[config.mk]
export PLATFORM = sky130hd
export DESIGN_NAME = parity_codec
export DESIGN_NICKNAME = d
export VERILOG_FILES = /design/src/rtl/parity_codec_pkg.sv /design/src/rtl/parity_xor_tree.sv /design/src/rtl/parity_encoder.sv /design/src/rtl/parity_checker.sv /design/src/rtl/parity_codec.sv
export SDC_FILE = /design/constraint.sdc
export NUM_CORES = 1
export LEC_CHECK = 0
export BUFFER_PORTS_ARGS = -buffer_cell sky130_fd_sc_hd__clkbuf_2
export CAP_MARGIN = 20
export CORE_AREA = 10 10 47 49
export DETAILED_ROUTE_END_ITERATION = 7
export DIE_AREA = 0 0 57 59
export HOLD_SLACK_MARGIN = 0.08
export SLEW_MARGIN = 20
export SYNTH_ARGS = -nofsm -noshare
export SYNTH_HDL_FRONTEND = slang
export SYNTH_HIERARCHICAL = 1
export SYNTH_SLANG_ARGS = --single-unit
[constraint.sdc]
create_clock -name clk -period 1 [get_ports clk]
set_input_delay 0.05 -clock clk [delete_from_list [all_inputs] [get_ports clk]]
set_output_delay 0.05 -clock clk [all_outputs]
set_load 0.05 [all_outputs]
[src/rtl/parity_codec_pkg.sv]
package parity_codec_pkg;

  typedef enum logic {
    RULE_EVEN = 1'b0,
    RULE_ODD  = 1'b1
  } parity_rule_e;

  // Leaf count of a balanced binary reduction over w inputs
  function automatic int tree_leaves(input int w);
    return (w <= 1) ? 1 : (1 << $clog2(w));
  endfunction

  function automatic int tree_depth(input int w);
    return (w <= 1) ? 0 : $clog2(w);
  endfunction

endpackage

[src/rtl/parity_xor_tree.sv]
module parity_xor_tree
  import parity_codec_pkg::*;
#(
  parameter int W = 8
) (
  input  logic [W-1:0] bits,
  output logic         folded
);

  localparam int LEAVES = tree_leaves(W);
  localparam int DEPTH  = tree_depth(W);

  for (genvar l = 0; l <= DEPTH; l++) begin : g_lvl
    localparam int NW = LEAVES >> l;
    logic [NW-1:0] v;
    if (l == 0) begin : g_leaf
      for (genvar k = 0; k < NW; k++) begin : g_bit
        if (k < W) begin : g_real
          assign v[k] = bits[k];
        end else begin : g_pad
          assign v[k] = 1'b0;
        end
      end
    end else begin : g_node
      for (genvar j = 0; j < NW; j++) begin : g_pair
        assign v[j] = g_lvl[l-1].v[2*j] ^ g_lvl[l-1].v[2*j+1];
      end
    end
  end

  assign folded = g_lvl[DEPTH].v[0];

endmodule

[src/rtl/parity_encoder.sv]
module parity_encoder
  import parity_codec_pkg::*;
#(
  parameter int MSG_W = 7
) (
  input  logic [MSG_W-1:0] msg,
  input  parity_rule_e     rule,
  output logic             par
);

  logic fold;

  parity_xor_tree #(.W(MSG_W)) u_tree (
    .bits   (msg),
    .folded (fold)
  );

  // Odd rule flips the generated bit
  assign par = fold ^ (rule == RULE_ODD);

endmodule

[src/rtl/parity_checker.sv]
module parity_checker
  import parity_codec_pkg::*;
#(
  parameter int MSG_W = 7
) (
  input  logic [MSG_W-1:0] msg,
  input  logic             par,
  input  parity_rule_e     rule,
  output logic             err
);

  localparam int WORD_W = MSG_W + 1;

  logic fold;

  parity_xor_tree #(.W(WORD_W)) u_tree (
    .bits   ({par, msg}),
    .folded (fold)
  );

  // Even rule: odd count is an error. Odd rule: invert the tree output.
  assign err = fold ^ (rule == RULE_ODD);

endmodule

[src/rtl/parity_codec.sv]
module parity_codec
  import parity_codec_pkg::*;
#(
  parameter int MSG_W      = 7,
  parameter bit REGISTERED = 1'b1
) (
  input  logic             clk,
  input  logic             rst_n,
  input  logic             odd_sel,
  input  logic             in_valid,
  output logic             in_ready,
  input  logic [MSG_W-1:0] in_data,
  input  logic             in_par,
  output logic             out_valid,
  input  logic             out_ready,
  output logic             out_par,
  output logic             out_err
);

  parity_rule_e rule;
  logic         gen_par;
  logic         chk_err;

  assign rule = odd_sel ? RULE_ODD : RULE_EVEN;

  parity_encoder #(.MSG_W(MSG_W)) u_enc (
    .msg  (in_data),
    .rule (rule),
    .par  (gen_par)
  );

  parity_checker #(.MSG_W(MSG_W)) u_chk (
    .msg  (in_data),
    .par  (in_par),
    .rule (rule),
    .err  (chk_err)
  );

  if (REGISTERED) begin : g_reg
    logic valid_q;
    logic par_q;
    logic err_q;
    logic take;

    assign in_ready = !valid_q || out_ready;
    assign take     = in_valid && in_ready;

    always_ff @(posedge clk or negedge rst_n) begin
      if (!rst_n) begin
        valid_q <= 1'b0;
        par_q   <= 1'b0;
        err_q   <= 1'b0;
      end else if (take) begin
        valid_q <= 1'b1;
        par_q   <= gen_par;
        err_q   <= chk_err;
      end else if (out_ready) begin
        valid_q <= 1'b0;
      end
    end

    assign out_valid = valid_q;
    assign out_par   = par_q;
    assign out_err   = err_q;
  end else begin : g_comb
    assign in_ready  = out_ready;
    assign out_valid = in_valid;
    assign out_par   = gen_par;
    assign out_err   = chk_err;
  end

endmodule

# After elaboration in Yosys (flattened, before gate mapping)
# Cells that the tools add are included.
# totals
reg_bits	3
in_bits	13
output_inout_bits	4
wordCells	21
# op_classes
n_bitwise	11
n_mux	3
reduce_logical	4
# op_table
cell	n
$xor A1 B1 Y1	11
$mux W1	3
$reduce_bool A2 Y1	1
$logic_and A1 B1 Y1	1
$logic_not A1 Y1	1
$logic_or A1 B1 Y1	1

# Longest topological paths before layout
# depth
ltp_word	4
depth_mapped	5
depth_no_buf	5

# Hierarchy
# Netlist, hierarchy kept.
# modules_own_cells
module	seq_area_each_um2	area_per_inst_um2	cells_each	instances
parity_codec	75.1	132.6	8	1
parity_xor_tree (u_enc.u_tree)	0.0	62.6	4	1
parity_xor_tree (u_chk.u_tree)	0.0	61.3	7	1
parity_checker	0.0	8.8	1	1
parity_encoder	0.0	8.8	1	1

# Worst setup path before layout
# OpenSTA, ideal clock, no wires.
# synth_path
path_kind	register to register
from	register g_reg.valid_q (netlist: out_valid)
to	register g_reg.err_q (netlist: out_err)
synth_period_minus_slack_ps	1424
stages_incl_launch_ff	4
t_arrival_ps	1299
setup_ps	125
path_slack_ps	-424
n_path_buf	0
t_required_ps	875
path_cell_list	dfrtp_1 > nand2b_4 > nand2_2 > mux2_4
# synth_between
elab_chain_cells	3
# synth_rtl
element	line_no	text
start, declared	parity_codec.sv:40	logic valid_q;
start signal, assigned	parity_codec.sv:50	valid_q <= 1'b0;
start signal, assigned	parity_codec.sv:54	valid_q <= 1'b1;
start signal, assigned	parity_codec.sv:58	valid_q <= 1'b0;
$logic_not A1 Y1	parity_codec.sv:45	assign in_ready = !valid_q || out_ready;
$logic_or A1 B1 Y1	parity_codec.sv:45	
via in_ready	parity_codec.sv:11	output logic in_ready,
$logic_and A1 B1 Y1	parity_codec.sv:46	assign take = in_valid && in_ready;
end signal, assigned	parity_codec.sv:56	err_q <= chk_err;
end, declared	parity_codec.sv:42	logic err_q;
# The timed path passes the listed nets, and every way through them passes these cells.
# A chain may end at the register's enable or synchronous reset.

# Worst setup path in the final report
# layout_path
from	input port in_data[1]
to	register g_reg.par_q (netlist: out_par)
# layout_between
elab_chain_cells	4
# layout_rtl
element	line_no	text
start, declared	parity_codec.sv:12	input logic [MSG_W-1:0] in_data,
$xor A1 B1 Y1 (3 in series)	parity_xor_tree.sv:26	assign v[j] = g_lvl[l-1].v[2*j] ^ g_lvl[l-1].v[2*j+1];
via u_enc.fold	parity_encoder.sv:11	logic fold;
$xor A1 B1 Y1	parity_encoder.sv:19	assign par = fold ^ (rule == RULE_ODD);
via gen_par	parity_codec.sv:21	logic gen_par;
end signal, assigned	parity_codec.sv:55	par_q <= gen_par;
end, declared	parity_codec.sv:41	logic par_q;
# The timed path passes the listed nets, and every way through them passes these cells.

==> results.sh <==
export IMPL_cts_buffers=3
export IMPL_pre_cts_slack_ps=-291.8
export IMPL_ir_worst_vdd_uv=487.0
export IMPL_cts_tree="done"
export IMPL_path_cells="buf_6 -> xnor3_1 -> xnor3_1 -> xor2_1 -> mux2_4"
export IMPL_drv_slew=0
export IMPL_grt_pass1_vias=294
export IMPL_rows=14
export IMPL_ant_nets=0
export IMPL_wl_um=685
export IMPL_finalCriticalPeriod_ps=1029
export IMPL_violations="setup timing"
export IMPL_drive_gt1_frac=0.6170
export IMPL_grt_pass1_wl_mm=1.221
export IMPL_power_frac_comb=0.541
export IMPL_fmax_ghz=0.9714
export IMPL_hp_class="primary input to asynchronous set/reset pin"
export IMPL_leakage_nw=0.2476
export IMPL_critical_path_most_common_cell="xnor3_1"
export IMPL_syn_to_final_growth_pct=72.60
export IMPL_r2r_cells=3
export IMPL_die_h_um=59
export IMPL_critPathRequiredTime_ps=1120
export IMPL_antenna_found_initial=0
export IMPL_drt_iter0_markers=3
export IMPL_final_util=0.3375
export IMPL_r2r_start="out_valid"
export IMPL_io_pins=17
export IMPL_fillers=157
export IMPL_vias=241
export IMPL_synthAdderAreaFrac=0
export IMPL_max_slew_margin_rel=0.8131
export IMPL_antenna_cells=0
export IMPL_synthMuxAreaShare=0.1096
export IMPL_grt_usage=0.04952
export IMPL_syn_num_nets=34
export IMPL_vias_per_cell=3.825
export IMPL_worstPathArrival_ps=1150
export IMPL_critPathLaunch="in_data[1]"
export IMPL_synth_top_area_frac=0.2740
export IMPL_gp_congestion=0.6294
export IMPL_worstSetupPathType="primary input to flop"
export IMPL_fin_skew_ps=3.983
export IMPL_cts_max_level=1
export IMPL_die_w_um=57
export IMPL_hold_viol=0
export IMPL_gr_total_overflow=0
export IMPL_first_pass_iters=3
export IMPL_place_area_um2=410.4
export IMPL_clock_latency_ps=230
export IMPL_final_cell_mix="clkbuf_2, xnor2_1, clkbuf_4, buf_4, xor2_1"
export IMPL_setup_tns_final_ps=-48.07
export IMPL_synth_simple_gate_area_frac=0.1005
export IMPL_final_area_um2=473.0
export IMPL_synth_seq_cells=3
export IMPL_post_route_drc_count=0
export IMPL_synth_top_family_by_area="XOR/XNOR gates"
export IMPL_cts_root_buf="clkbuf_4"
export IMPL_clock_power_share=0.241
export IMPL_setup_viol=2
export IMPL_syn_inst=21
export IMPL_power_density_nw_per_um2=1864
export IMPL_place_hpwl_um=628.1
export IMPL_synth_compound_area_frac=0
export IMPL_yosys_area_top_type="dfrtp_1"
export IMPL_rsz0062_at_grt="true"
export IMPL_synth_xor_area_frac=0.5160
export IMPL_switchingPower_mw=0.3586
export IMPL_fp_dieArea_um2=3363
export IMPL_syn_area_per_cell_um2=13.05
export IMPL_netSwitchingFraction=0.4068
export IMPL_ys_seq_area_frac=0.2740
export IMPL_cp_max_fo=2
export IMPL_io_buffers=16
export IMPL_clkSinkCount=3
export IMPL_period_share=1.029
export IMPL_clock_path_buffers=2
export IMPL_critPathBufInv=1
export IMPL_status="complete, but fails checks"
export IMPL_r2r_end="out_err"
export IMPL_slowest_stage="xnor3_1"
export IMPL_synthTopCellsByArea="dfrtp_1, xnor2_1, xnor3_1"
export IMPL_p_total_mw=0.8815
export IMPL_reg2reg_slack_ps=30
export IMPL_core_area_um2=1401
export IMPL_grt_max_degree=4
export IMPL_synth_distinct_cells=8
export IMPL_fin_ws_ps=-29.46
export IMPL_cp_depth=5
export IMPL_cp_end_kind="flop"
export IMPL_wl_per_cell_um=10.87
export IMPL_nets=61
export IMPL_seqPwrFrac=0.218
export IMPL_floorplan_initialDensity=0.1955
export IMPL_cpPeakStageDelay_ps=360
export IMPL_intPower_mw=0.5230
export IMPL_tightest_slew_ps=281.5
export IMPL_yosys_warnings=6
export IMPL_crit_end="out_par"
export IMPL_max_cap_violations=0
export IMPL_clk_pin_slew_ps=40
export IMPL_final_common_cell="clkbuf_2"
export IMPL_critical_path_top_delay_family="XOR/XNOR gates"
export IMPL_start_kind="primary input"
export IMPL_netlist_area_um2=274.0
-- state kept, by name (all words and copies together) (netlist names) --
register   flops
out_err        1
out_par        1
out_valid      1
-- worst reg2reg max path, cell delays in order (launching register included) --
cell	delay, ps
dfrtp_2	410
nand2b_4	90
nand2_4	50
mux2_4	290
-- final cells by class --
cell class | count | area [um^2] | share of cell area
timing repair buffer | 22 | 138.9 | 0.2937
multi-input combinational | 18 | 211.5 | 0.4471
sequential | 3 | 76.32 | 0.1614
tap | 16 | 20.02 | 0.04233
clock buffer | 4 | 26.28 | 0.05556
-- per-layer routing --
layer	vias to the layer above	global-route usage	routed length, um
met3	2	0.04077	138
met4	0	0.07047	24
li1	118	-	-
met5	-	0	0
met2	18	0.06047	276
met1	103	0.04217	245
-- what timing repair did --
action | in CTS | in global routing
hold buffers | 2 | 0
setup buffers | 0 | 0
setup endpoints to repair | 3 | 3
endpoints found under the hold margin | 4 | 0
pin swaps | 2 | 1
resized for setup | 2 | 1
-- power groups by stage --
stage	Clock, mW	Combinational, mW	Sequential (mW)
global route	0.251	0.510	0.198
detailed placement	0	0.472	0.195
finish	0.213	0.477	0.192
CTS	0.226	0.484	0.193
floorplan	0	0.197	0.347
global placement	0	0.466	0.194
-- Yosys cell counts --
library cell and instances:
dfrtp_1 3, mux2_4 2, nand2_2 1, nand2b_4 1, or2b_1 1, xnor2_1 8
xnor3_1 2, xor2_1 3
-- worst min path at each step --
| stage | end | slack (ps) | cells past startpoint |
|---|---|---|---|
| 2_1_floorplan | out_err | -250 | 0 |
| 3_3_place_gp | out_err | -150 | 1 |
| 3_5_place_dp | out_par | -150 | 1 |
| 4_1_cts | out_par | 150 | 2 |
| 5_1_grt | out_par | 140 | 2 |
| 6_report | out_par | 160 | 2 |
-- stage by stage --
step,instances,hold slack (ps)
floorplan,21,-245.6
global placement,57,-152.5
detailed placement,57,-148.7
CTS,63,148.1
global route,63,142.9
finish,63,155.6
-- cell families (layout without fill, tap and decap cells) --
group / count (synthesis) / count (layout)
flops: 3 / 3
mux: 2 / 2
buf+inv: 0 / 26
simple gates: 3 / 3
xor+xnor: 13 / 13
(Power assumes the default switching activity.)
